<file path="config.mk">
export PLATFORM = sky130hd
export DESIGN_NAME = vic_callseq
export DESIGN_NICKNAME = d
export VERILOG_FILES = /design/src/rtl/vic_pkg.sv /design/src/rtl/vic_req_in.sv /design/src/rtl/vic_prio.sv /design/src/rtl/vic_ack_seq.sv /design/src/rtl/vic_callseq.sv
export SDC_FILE = /design/constraint.sdc
export NUM_CORES = 1
export LEC_CHECK = 0
export BUFFER_PORTS_ARGS = -buffer_cell sky130_fd_sc_hd__buf_2
export CAP_MARGIN = 0
export CORE_MARGIN = 3
export CORE_UTILIZATION = 61
export CTS_CLUSTER_DIAMETER = 100
export DETAILED_ROUTE_END_ITERATION = 10
export MAX_ROUTING_LAYER = met4
export PLACE_DENSITY_LB_ADDON = 0.3
export SYNTH_ARGS = -nofsm -noshare
export SYNTH_HDL_FRONTEND = slang
export SYNTH_SLANG_ARGS = --single-unit
</file>
<file path="constraint.sdc">
create_clock -name clk -period 7.99 [get_ports clk]
set_input_delay 1.9975 -clock clk [delete_from_list [all_inputs] [get_ports clk]]
set_output_delay 1.9975 -clock clk [all_outputs]
set_load 0.03 [all_outputs]
</file>
<file path="src/rtl/vic_pkg.sv">
package vic_pkg;
  localparam int NUM_IRQ     = 8;
  localparam int IDX_W       = $clog2(NUM_IRQ);
  localparam int SYNC_STAGES = 2;
  localparam int VEC_W       = 16;
  localparam logic [7:0] CALL_OPCODE = 8'hCD;

  typedef enum logic [2:0] {
    SEL_MASK    = 3'd0,
    SEL_TRIG    = 3'd1,
    SEL_BASE_LO = 3'd2,
    SEL_BASE_HI = 3'd3,
    SEL_INSVC   = 3'd4
  } reg_sel_e;

  typedef enum logic [1:0] {
    PH_OPCODE = 2'd0,
    PH_LOW    = 2'd1,
    PH_HIGH   = 2'd2
  } ack_phase_e;
endpackage

</file>
<file path="src/rtl/vic_req_in.sv">
module vic_req_in #(
  parameter int N      = 8,
  parameter int STAGES = 2
) (
  input  logic         clk,
  input  logic         rst_n,
  input  logic [N-1:0] irq_in,
  input  logic [N-1:0] trig_level,
  input  logic [N-1:0] clr,
  output logic [N-1:0] req
);
  logic [STAGES-1:0][N-1:0] sync_q, sync_d;
  logic [N-1:0] prev_q, prev_d;
  logic [N-1:0] latch_q, latch_d;
  logic [N-1:0] edge_set;
  logic [N-1:0] synced;

  assign synced   = sync_q[STAGES-1];
  assign edge_set = synced & ~prev_q;

  always_comb begin
    sync_d[0] = irq_in;
    for (int k = 1; k < STAGES; k++) sync_d[k] = sync_q[k-1];
    prev_d  = synced;
    latch_d = (latch_q & ~clr) | edge_set;
  end

  always_ff @(posedge clk or negedge rst_n) begin
    if (!rst_n) begin
      sync_q  <= '0;
      prev_q  <= '0;
      latch_q <= '0;
    end else begin
      sync_q  <= sync_d;
      prev_q  <= prev_d;
      latch_q <= latch_d;
    end
  end

  for (genvar i = 0; i < N; i++) begin : g_line
    assign req[i] = trig_level[i] ? synced[i] : latch_q[i];

    assert_edge_latch_R2: assert property (@(posedge clk) disable iff (!rst_n)
      edge_set[i] |=> latch_q[i]);
  end
endmodule

</file>
<file path="src/rtl/vic_prio.sv">
module vic_prio #(
  parameter int N     = 8,
  parameter int IDX_W = 3
) (
  input  logic [N-1:0]     req,
  input  logic [N-1:0]     mask,
  input  logic [N-1:0]     isr,
  output logic [N-1:0]     grant,
  output logic [IDX_W-1:0] grant_idx,
  output logic             any
);
  logic [N-1:0] blocked;
  logic [N-1:0] cand;

  always_comb begin
    logic seen;
    seen = 1'b0;
    for (int i = 0; i < N; i++) begin
      seen       = seen | isr[i];
      blocked[i] = seen;
    end
  end

  assign cand = req & ~mask & ~blocked;
  assign any  = |cand;

  always_comb begin
    grant_idx = '0;
    for (int i = N - 1; i >= 0; i--) begin
      if (cand[i]) grant_idx = IDX_W'(i);
    end
    grant = any ? (N'(1) << grant_idx) : '0;
  end
endmodule

</file>
<file path="src/rtl/vic_ack_seq.sv">
module vic_ack_seq
  import vic_pkg::*;
#(
  parameter int IDX_W = 3,
  parameter int VW    = 16
) (
  input  logic             clk,
  input  logic             rst_n,
  input  logic             ack_n,
  input  logic             any,
  input  logic [IDX_W-1:0] win_idx,
  input  logic [VW-1:0]    base,
  input  logic             spacing8,
  output logic             take,
  output logic [7:0]       ack_byte
);
  localparam logic [IDX_W-1:0] IDLE_IDX = '1;

  ack_phase_e       phase_q, phase_d;
  logic             ack_prev_q;
  logic [IDX_W-1:0] idx_q, idx_d;
  logic             fall, rise;
  logic [VW-1:0]    target;

  assign fall = ~ack_n & ack_prev_q;
  assign rise = ack_n & ~ack_prev_q;
  assign take = fall & (phase_q == PH_OPCODE);

  always_comb begin
    phase_d = phase_q;
    idx_d   = idx_q;
    if (rise) begin
      case (phase_q)
        PH_OPCODE: phase_d = PH_LOW;
        PH_LOW:    phase_d = PH_HIGH;
        default:   phase_d = PH_OPCODE;
      endcase
    end
    if (take) idx_d = any ? win_idx : IDLE_IDX;
  end

  always_ff @(posedge clk or negedge rst_n) begin
    if (!rst_n) begin
      phase_q    <= PH_OPCODE;
      ack_prev_q <= 1'b1;
      idx_q      <= IDLE_IDX;
    end else begin
      phase_q    <= phase_d;
      ack_prev_q <= ack_n;
      idx_q      <= idx_d;
    end
  end

  assign target = base + (spacing8 ? (VW'(idx_q) << 3) : (VW'(idx_q) << 2));

  always_comb begin
    case (phase_q)
      PH_OPCODE: ack_byte = CALL_OPCODE;
      PH_LOW:    ack_byte = target[7:0];
      default:   ack_byte = target[15:8];
    endcase
  end

  assert_phase_step_R5: assert property (@(posedge clk) disable iff (!rst_n)
    rise |=> phase_q != $past(phase_q));

  assert_idx_hold_R11: assert property (@(posedge clk) disable iff (!rst_n)
    !take |=> $stable(idx_q));
endmodule

</file>
<file path="src/rtl/vic_callseq.sv">
module vic_callseq
  import vic_pkg::*;
(
  input  logic               clk,
  input  logic               rst_n,
  input  logic               cs_n,
  input  logic               rd_n,
  input  logic               wr_n,
  input  logic               addr,
  input  logic [7:0]         wdata,
  output logic [7:0]         rdata,
  input  logic [NUM_IRQ-1:0] irq_in,
  input  logic               ack_n,
  output logic               int_out
);
  localparam logic [NUM_IRQ-1:0] ONE = NUM_IRQ'(1);

  logic rst_meta_q, rst_sync_q;

  always_ff @(posedge clk or negedge rst_n) begin
    if (!rst_n) begin
      rst_meta_q <= 1'b0;
      rst_sync_q <= 1'b0;
    end else begin
      rst_meta_q <= 1'b1;
      rst_sync_q <= rst_meta_q;
    end
  end

  logic [NUM_IRQ-1:0] mask_q, mask_d;
  logic [NUM_IRQ-1:0] trig_q, trig_d;
  logic [VEC_W-1:0]   base_q, base_d;
  logic               spc8_q, spc8_d;
  reg_sel_e           sel_q, sel_d;
  logic [NUM_IRQ-1:0] isr_q, isr_d;
  logic               wr_prev_q;

  logic               wr_act, wr_go, eoi, cfg_wr, data_wr;
  logic [NUM_IRQ-1:0] req, grant, clr, eoi_bit;
  logic [IDX_W-1:0]   grant_idx;
  logic               any, take;
  logic [7:0]         ack_byte, reg_rd;

  assign wr_act  = ~cs_n & ~wr_n;
  assign wr_go   = wr_act & ~wr_prev_q;
  assign eoi     = wr_go & ~addr & wdata[7];
  assign cfg_wr  = wr_go & ~addr & ~wdata[7];
  assign data_wr = wr_go & addr;
  assign eoi_bit = isr_q & (~isr_q + ONE);
  assign clr     = (take && any) ? grant : '0;

  vic_req_in #(.N(NUM_IRQ), .STAGES(SYNC_STAGES)) u_req (
    .clk        (clk),
    .rst_n      (rst_sync_q),
    .irq_in     (irq_in),
    .trig_level (trig_q),
    .clr        (clr),
    .req        (req)
  );

  vic_prio #(.N(NUM_IRQ), .IDX_W(IDX_W)) u_prio (
    .req       (req),
    .mask      (mask_q),
    .isr       (isr_q),
    .grant     (grant),
    .grant_idx (grant_idx),
    .any       (any)
  );

  vic_ack_seq #(.IDX_W(IDX_W), .VW(VEC_W)) u_ack (
    .clk      (clk),
    .rst_n    (rst_sync_q),
    .ack_n    (ack_n),
    .any      (any),
    .win_idx  (grant_idx),
    .base     (base_q),
    .spacing8 (spc8_q),
    .take     (take),
    .ack_byte (ack_byte)
  );

  always_comb begin
    mask_d = mask_q;
    trig_d = trig_q;
    base_d = base_q;
    spc8_d = spc8_q;
    sel_d  = sel_q;
    isr_d  = isr_q;
    if (cfg_wr) begin
      sel_d  = reg_sel_e'(wdata[2:0]);
      spc8_d = wdata[3];
    end
    if (data_wr) begin
      case (sel_q)
        SEL_MASK:    mask_d        = wdata;
        SEL_TRIG:    trig_d        = wdata;
        SEL_BASE_LO: base_d[7:0]   = wdata;
        SEL_BASE_HI: base_d[15:8]  = wdata;
        default:     ;
      endcase
    end
    if (eoi) isr_d = isr_d & ~eoi_bit;
    if (take && any) isr_d = isr_d | grant;
  end

  always_ff @(posedge clk or negedge rst_sync_q) begin
    if (!rst_sync_q) begin
      mask_q    <= '0;
      trig_q    <= '0;
      base_q    <= '0;
      spc8_q    <= 1'b0;
      sel_q     <= SEL_MASK;
      isr_q     <= '0;
      wr_prev_q <= 1'b0;
    end else begin
      mask_q    <= mask_d;
      trig_q    <= trig_d;
      base_q    <= base_d;
      spc8_q    <= spc8_d;
      sel_q     <= sel_d;
      isr_q     <= isr_d;
      wr_prev_q <= wr_act;
    end
  end

  always_comb begin
    case (sel_q)
      SEL_MASK:    reg_rd = mask_q;
      SEL_TRIG:    reg_rd = trig_q;
      SEL_BASE_LO: reg_rd = base_q[7:0];
      SEL_BASE_HI: reg_rd = base_q[15:8];
      SEL_INSVC:   reg_rd = isr_q;
      default:     reg_rd = 8'h00;
    endcase
  end

  always_comb begin
    if (!ack_n)              rdata = ack_byte;
    else if (!cs_n && !rd_n) rdata = addr ? reg_rd : req;
    else                     rdata = 8'h00;
  end

  assign int_out = any;

  assert_int_outranks_R4: assert property (@(posedge clk) disable iff (!rst_sync_q)
    int_out |-> (((grant | (grant - ONE)) & isr_q) == '0));

  assert_grant_unmasked_R8: assert property (@(posedge clk) disable iff (!rst_sync_q)
    int_out |-> ($onehot(grant) && ((grant & mask_q) == '0)));

  assert_take_sets_isr_R7: assert property (@(posedge clk) disable iff (!rst_sync_q)
    (take && any && !eoi) |=> $countones(isr_q & ~$past(isr_q)) == 1);

  assert_eoi_clears_R9: assert property (@(posedge clk) disable iff (!rst_sync_q)
    (eoi && (isr_q != '0) && !take) |=> $countones(isr_q) == $countones($past(isr_q)) - 1);
endmodule

</file>
# ---- Word-level counts from Yosys, hierarchy flattened
# Index checks and enable logic that the tools add are counted.
dict set report op_classes {
  addsub 2
  multipliers 0
  div 0
  order_cmp 0
  n_eq_ne 5
  shift 1
  muxes 28
  n_bitwise 37
  n_reduce_logical 11
}
# operator n
set ops {}
lappend ops {{8-bit two-way mux} 7}
lappend ops {{8-bit bitwise AND} 6}
lappend ops {{8-bit inverter} 6}
lappend ops {{8-bit one-hot mux with 5 select lines} 1}
lappend ops {{3-bit two-way mux} 9}
lappend ops {{16-bit adder} 1}
lappend ops {{8-bit bitwise OR} 2}
lappend ops {{8-bit one-hot mux with 2 select lines} 1}
lappend ops {{1-bit bitwise AND} 9}
lappend ops {{8-bit by 1-bit adder with 8-bit output, second input constant} 1}
lappend ops {{1-bit two-way mux} 8}
lappend ops {{2-bit AND reduction} 4}
lappend ops {{8-bit OR reduction} 1}
lappend ops {{1-bit by 3-bit left shift with 8-bit output, first input constant} 1}
lappend ops {{1-bit inverter} 7}
lappend ops {{1-bit bitwise OR} 7}
lappend ops {{3-bit by 2-bit == test with 1-bit output, second input constant} 2}
lappend ops {{6-bit two-way mux} 1}
lappend ops {{2-bit one-hot mux with 2 select lines} 1}
lappend ops {{3-bit by 1-bit == test with 1-bit output, second input constant} 1}
lappend ops {{3-bit == test, second input constant} 1}
lappend ops {{3-bit zero test} 1}
lappend ops {{2-bit by 1-bit == test with 1-bit output, second input constant} 1}
lappend ops {{1-bit logical AND} 2}
lappend ops {{2 further kinds} 3}
dict set report totals {
  register_bits 85
  latchBits 0
  ram_bits 0
  rom_bits 0
  input_bits 23
  out_inout_bits 9
  word_cells 101
  memories 0
}

# ---- Longest topological paths before layout
# Gate-level depths: netlist of run 1.
dict set report logic_depth {
  ltp_word 23
  depth_mapped 8
  ltp_nobuf 8
}

# ---- By module
# Synthesis of run 1 repeated with hierarchy kept, for this count alone.
dict set report unflattened {
  hier_cells 397
  hier_area_um2 4431.8
}
# mod instances cells_per_inst area_each_um2 seq_area_each_um2
set by_module_without_submodules {}
lappend by_module_without_submodules {vic_callseq 1 208 2427.3 1176.1}
lappend by_module_without_submodules {vic_req_in 1 72 1031.0 800.8}
lappend by_module_without_submodules {vic_ack_seq 1 81 710.7 155.1}
lappend by_module_without_submodules {vic_prio 1 36 262.8 0.0}

# ---- Worst setup path after synthesis of run 1
# Ideal clock, no wire load.
dict set report synth_timing {
  path_kind {input port to output port}
  from {input port addr}
  to {output port rdata[0]}
  t_arrival_ps 3433
  required_ps 5992
  setup_slack_ps 2559
  cell_stages 5
  n_path_buf 1
  path_cell_list {clkbuf_1 -> inv_1 -> nor2_1 -> a21oi_1 -> o21ai_0}
}
dict set report synth_between {
  elab_chain_len 3
}
# item line_no
set synth_lines {}
lappend synth_lines {{from (decl)} vic_callseq.sv:9} ;# input logic addr,
lappend synth_lines {{8-bit two-way mux (2 in series)} vic_callseq.sv:139} ;# else if (!cs_n && !rd_n) rdata = addr ? reg_rd : req;
lappend synth_lines {{8-bit two-way mux} vic_callseq.sv:138} ;# if (!ack_n) rdata = ack_byte;
lappend synth_lines {{to (decl)} vic_callseq.sv:11} ;# output logic [7:0] rdata,
# No other way between the ends.

# ---- Final worst setup path of run 1
dict set report layout_timing {
  from {register spc8_q}
  to {output port rdata[2]}
}
dict set report layout_between {
  elab_chain_len 4
}
# item line_no
set layout_lines {}
lappend layout_lines {{from (decl)} vic_callseq.sv:33} ;# logic spc8_q, spc8_d;
lappend layout_lines {{from (signal assigned)} vic_callseq.sv:119} ;# spc8_q <= spc8_d;
lappend layout_lines {{6-bit two-way mux} vic_ack_seq.sv:54} ;# assign target = base + (spacing8 ? (VW'(idx_q) << 3) : (VW'(idx_q) << 2));
lappend layout_lines {{16-bit adder} vic_ack_seq.sv:54}
lappend layout_lines {{8-bit one-hot mux with 2 select lines} vic_ack_seq.sv:57} ;# case (phase_q)
lappend layout_lines {{8-bit two-way mux} vic_callseq.sv:138}
# No other way between the ends.

==> results of run 1 <==
-- sequential cells by signal, summed over array words and instances, names as in the netlist --
register          count
u_ack.idx_q           3
isr_q                 8
wr_prev_q             1
u_ack.ack_prev_q      1
u_req.prev_d          8
mask_q                8
u_req.prev_q          8
sel_q                 3
u_req.latch_q         8
rst_meta_q            1
base_q               16
spc8_q                1
trig_q                8
u_req.sync_d          8
rst_sync_q            1
u_ack.phase_q         2
-- path summary, 6_finish.rpt --
| kind | from | cells after the start | to |
|---|---|---|---|
| max | spc8_q | 8 | rdata[2] |
| min | u_req.sync_d[14] | 0 | u_req.prev_d[6] |
| max reg2reg | u_ack.phase_q[1] | 5 | u_req.latch_q[6] |
| min reg2reg | u_req.sync_d[14] | 0 | u_req.prev_d[6] |
| max in group asynchronous | rst_n | 1 | rst_sync_q |
| min in group asynchronous | rst_sync_q | 0 | trig_q[1] |
-- cell type report --
type,count,share of cell area
Clock inverter,5,0.0178
Inverter,12,0.00972
Multi-Input combinational cell,270,0.427
Clock buffer,11,0.0305
Tap cell,77,0.0208
Sequential cell,85,0.461
Timing Repair Buffer,31,0.0335
-- placed cells by master (no fill, tap or decap), drive strengths merged, types with 8 or more instances in the layout --
| cell | instances |
|---|---|
| dfrtp | 81 |
| nor2b | 8 |
| a22oi | 15 |
| nor2 | 27 |
| inv | 13 |
| clkbuf | 11 |
| a21oi | 14 |
| nand2 | 19 |
| mux2i | 8 |
| mux2 | 48 |
| o22ai | 9 |
| o21ai | 17 |
| buf | 31 |
-- power by group through the flow --
stage / clock (uW) / sequential [uW] / combinational [uW]
after floorplan: 0 / 627 / 441
after global placement: 0 / 692 / 516
after detailed placement: 0 / 697 / 524
after CTS: 343 / 688 / 531
after global routing: 360 / 710 / 588
final: 340 / 692 / 536
-- routing by layer --
layer / vias to the layer above / GRT usage / wire length (um)
met1: 1581 / 0.390 / 4480
met4: 0 / 0.106 / 170
li1: 1494 / - / -
met2: 121 / 0.427 / 4690
met5: - / - / 0
met3: 21 / 0.0304 / 559
-- cell usage after synthesis, drive strengths merged, types with 2 or more instances --
library cell / number / area [um2]
a211o: 3 / 27.5
clkbuf: 15 / 57.6
and3: 4 / 25.0
nand3b: 3 / 22.5
a22o: 5 / 43.8
o221ai: 2 / 17.5
a22oi: 15 / 113
nand2: 19 / 71.3
mux2: 48 / 541
o22ai: 9 / 56.3
nor2b: 8 / 50.1
xnor2: 2 / 17.5
nand4: 3 / 18.8
or3: 6 / 38.8
o31ai: 6 / 45.0
nor3: 6 / 30.0
nand2b: 4 / 25.0
a31oi: 2 / 12.5
or2: 5 / 31.3
o211ai: 3 / 22.5
dfstp: 4 / 105
inv: 12 / 45.0
mux2i: 8 / 80.1
o32ai: 4 / 35.0
a21o: 4 / 30.0
or4: 3 / 22.5
nor4bb: 2 / 20.0
nand3: 6 / 30.0
a21oi: 14 / 70.1
dfrtp: 81 / 2030
o2111ai: 2 / 17.5
a211oi: 2 / 15.0
o21a: 4 / 30.0
nor4: 2 / 12.5
ha: 4 / 50.1
o21ai: 17 / 85.1
nor2: 27 / 101
-- cell families after synthesis --
family          Yosys count  share of synthesized area
compound gates          103                      0.172
simple gates            102                      0.126
flops                    85                      0.505
mux                      56                      0.147
buf+inv                  28                     0.0255
fa+ha+maj                 5                     0.0166
xor+xnor                  3                    0.00623
other cells               1                   0.000889
-- through the flow --
stage          worst slack, ns  hold WS, ns   util  instances
2_1_floorplan             2.56        0.331      -        383
3_3_place_gp              2.78        0.333  0.675        475
3_5_place_dp              2.76        0.338  0.675        475
4_1_cts                   2.66        0.359  0.710        491
5_1_grt                   2.51        0.363  0.710        491
6_report                  2.66        0.355  0.710        491
==> impl_metrics.yaml, run 1 <==
power_and_ir_drop:
  power_frac_comb: 0.342
  internal_power_uw: 970
  power_uw: 1570
  power.leakage_uw: 0.00204
  clock_power_share: 0.217
  p_sw_uw: 598
  power_frac_seq: 0.441
  switching_share: 0.381
  ir_worst_vdd_mv: 0.272
  p_per_area_mw_per_mm2: 338
worst_setup_path:
  cp.arrival_ns: 3.33
  cpPeakStageDelay_ns: 0.59
  ff2ff_setup_slack_ns: 5.26
  crit_chain: "mux2_2 > fa_1 > a21o_1 > a21oi_1 > o21ai_0 > and3_1 > o32ai_1 > buf_2"
  critPathMaxFanout: 9
  critical-path-top-delay-family: "compound AO/OA/AOI/OAI gates"
  worst-path-buf-inv: 1
  start_kind: "flop"
  endpoint_kind: "primary output"
  critPathRequiredTime_ns: 5.99
  crit_type: "flop to primary output"
  crit_slowest_cell: "a21oi_1"
placement:
  port_buffers: 31
  dpl_cell_area_mm2: 0.00441
  gp_congestion: 0.934
  hpwl_um: 7250
sta:
  finalCriticalPeriod_ns: 5.33
  fmax_mhz: 188
  slew_headroom: 0.291
  rsz0062_at_grt: "no"
  setup_viol: 0
  fin_worst_skew_ns: 0.0104
  setup_tns_ns: 0
  worst_slew_pin_slew_ns: 1.05
  min_period_over_period: 0.667
  hold_violations: 0
  slew_viol_final: 0
finish:
  fill_cells: 512
  multi_input_area_mm2: 0.00198
  antenna_cells: 0
  drive_gt1_frac: 0.261
  area_delta_synth_final_pct: 9.88
  fin_area_mm2: 0.00464
  nNetsFinal: 437
  final-seq-area_mm2: 0.00214
drt:
  avgRoutedWirePerCell_um: 20.2
  drtAntennaViolNets: 0
  drt_iter0_drc: 328
  viasPerCell: 6.55
  drtPass1Iterations: 5
  vias: 3217
  routed_wirelength_um: 9900
  drc: 0
global_routing:
  grt_first_pass_wirelength_um: 16000
  grt_overflow: 0
  grt_usage: 0.280
  grt_antenna_before_repair: 0
  grt_max_degree: 84
  grt_pass1_vias: 3067
clocking:
  clock_latency_ns: 0.36
  cts_tree: "yes"
  cts_max_level: 3
  clockBufferDepth: 2
  clock_sinks: 85
  root_buffer: "clkbuf_8"
  clk_pin_slew_ns: 0.09
  post_cts_resized: 0
  post_cts_buffers: 0
  cts-buffers-inserted: 9
  cts_hold_buf: 0
synthesis:
  ys.flop_type: "dfrtp_1"
  syn_area_mm2: 0.00422
  netlist-cell-type-count: 60
  synth_warnings: 0
  ys_seq_area_frac: 0.505
  synth.avg_cell_area_um2: 11.0
  syn-instance-count: 383
  synth_nets: 411
  synth-edff-count: 0
  ys_ff_latch: 85
  synth-async-reset-ratio: 1.00
run:
  drv_cap: 0
worst_hold_path:
  worstHoldPathType: "flop to flop"
floorplan:
  die_h_um: 89.2
  die_area_mm2: 0.00795
  core_area_mm2: 0.00653
  fp.dieW_um: 89.2
  ios: 32
  num_rows: 29
  start_util: 0.646
outcome:
  status: "finished, final reports clean"
(Power assumes the default switching activity.)
==> run 2: changes to the inputs <==
Settings changed: CORE_UTILIZATION 61 to 54.
Clock period 7.99 ns to 4.7 ns, I/O delays scaled along.
==> run 2 against run 1 <==
  * Clock skew increased by 0.0066 ns
  * Register-to-register slack got worse by 3.0 ns
  * Worst hold slack got worse by 0.0049 ns
  * Flip-flop and latch count unchanged
  * Count of clock-buffer cells in the layout increased by 1
  * Routed wire length decreased by 2.7%
  * Clock power increased by 67%
  * Sequential share of layout area decreased by 0.43 points
  * Via count decreased by 0.47%
  * Cell count increased by 5.1%
  * Utilization decreased by 7.8 points
  * Global-route usage decreased by 4.2 points
  * Largest cell class unchanged
  * Largest power group unchanged
  * Highest routed layer unchanged
==> impl_metrics.yaml, run 2 (same netlist as run 1, synthesis figures left out) <==
finish:
  antenna_cells: 0
  nNetsFinal: 440
  drive_gt1_frac: 0.264
  area_delta_synth_final_pct: 10.9
  layout_commonest_cell: "dfrtp_1"
  regMostFlops: "base_q"
  fill_cells: 601
  largest_reg_flops: 16
  layout_common_cells: "80 x dfrtp_1, 48 x mux2_2, 31 x buf_2"
clocking:
  cts_tree: "yes"
  cts_hold_buf: 0
  clk_pin_slew_ns: 0.08
  root_buffer: "clkbuf_8"
  cts_max_level: 3
  clock_latency_ns: 0.37
  clock_sinks: 85
  post_cts_resized: 0
  clockBufferDepth: 2
  cts-buffers-inserted: 9
  post_cts_buffers: 0
sta:
  rsz0062_at_grt: "no"
  fin_worst_skew_ns: 0.0171
  worst_slack_ns: 0.352
  fmax_mhz: 230
  setup_viol: 0
  setup_tns_ns: 0
  slew_headroom: 0.315
  finalCriticalPeriod_ns: 4.35
  hold_violations: 0
  slew_viol_final: 0
  worst_slew_pin_slew_ns: 1.03
  min_period_over_period: 0.925
worst_setup_path:
  critPathMaxFanout: 9
  crit_type: "flop to primary output"
  cp.arrival_ns: 3.17
  endpoint_kind: "primary output"
  critPathRequiredTime_ns: 3.52
  start_kind: "flop"
worst_hold_path:
  worstHoldPathType: "flop to flop"
floorplan:
  die_h_um: 94.4
  start_util: 0.569
  ios: 32
  fp.dieW_um: 94.4
  die_area_mm2: 0.00891
  num_rows: 31
  core_area_mm2: 0.00741
global_routing:
  grt_pass1_vias: 3025
  grt_overflow: 0
  grt_antenna_before_repair: 0
  grt_usage: 0.238
  grt_max_degree: 84
  grt_first_pass_wirelength_um: 15800
drt:
  route.top_layer_used: "met4"
  drtPass1Iterations: 5
  drt_iter0_drc: 301
  drc: 0
  viasPerCell: 6.21
  dr_wl_met2_um: 4600
  avgRoutedWirePerCell_um: 18.7
  vias: 3202
  drtAntennaViolNets: 0
  dr_wl_met3_um: 517
  routed_wirelength_um: 9630
  wl_met1_um: 4350
placement:
  hpwl_um: 6860
  gp_congestion: 0.857
  port_buffers: 31
  pre_cts_slack_ns: 0.761
power_and_ir_drop:
  power.leakage_uw: 0.00205
  p_per_area_mw_per_mm2: 564
  ir_worst_vdd_mv: 0.253
outcome:
  status: "finished, final reports clean"
run:
  drv_cap: 0
run 2: worst max-delay path: stages (launching register included):
cell and delay [ns]:
dfrtp_1 0.41, mux2_2 0.39, fa_1 0.44, a21o_1 0.19, a21oi_1 0.50, o21ai_0 0.19
and3_1 0.21, o32ai_1 0.24, buf_2 0.24
run 2: metal layers:
layer,vias up,track usage
met1,1579,0.320
met3,17,0.0550
li1,1494,-
met5,-,-
met2,112,0.363
met4,0,0.0746
run 2: worst paths after layout:
path                                       start               end  slack, ns  depth (start not counted)
worst max-delay path                      spc8_q          rdata[2]       0.35                          8
worst min-delay path            u_req.sync_d[13]   u_req.prev_d[5]       0.35                          0
worst max register to register          isr_q[0]    u_ack.idx_q[0]       2.28                          5
worst min register to register  u_req.sync_d[13]   u_req.prev_d[5]       0.35                          0
max in group asynchronous             rst_sync_q        base_q[15]       3.52                          0
min in group asynchronous             rst_sync_q  u_req.latch_q[6]       0.51                          0
run 2: area by class of cell:
class                   count  area, um2  area share
clock buffers              12        145      0.0310
multi-input cells         270       1980       0.423
well taps                  99        124      0.0265
repair buffers             34        178      0.0380
inverters                  12       45.0     0.00963
flip-flops and latches     85       2140       0.456
clock inverters             4       72.6      0.0155
run 2: metrics by stage:
step	cell area, um2	util	hold slack, ns	power [uW]	instances
final	4680	0.632	0.350	2640	516
after global routing	4680	0.632	0.355	2810	516
after CTS	4680	0.632	0.352	2640	516
after detailed placement	4460	0.602	0.335	2060	500
after global placement	4460	0.602	0.333	2030	500
after floorplan	4220	-	0.331	1820	383
run 2: power breakdown:
part | switching [uW] | internal (uW)
Combinational | 505 | 425
Clock | 254 | 313
Sequential | 228 | 917
Total | 987 | 1650
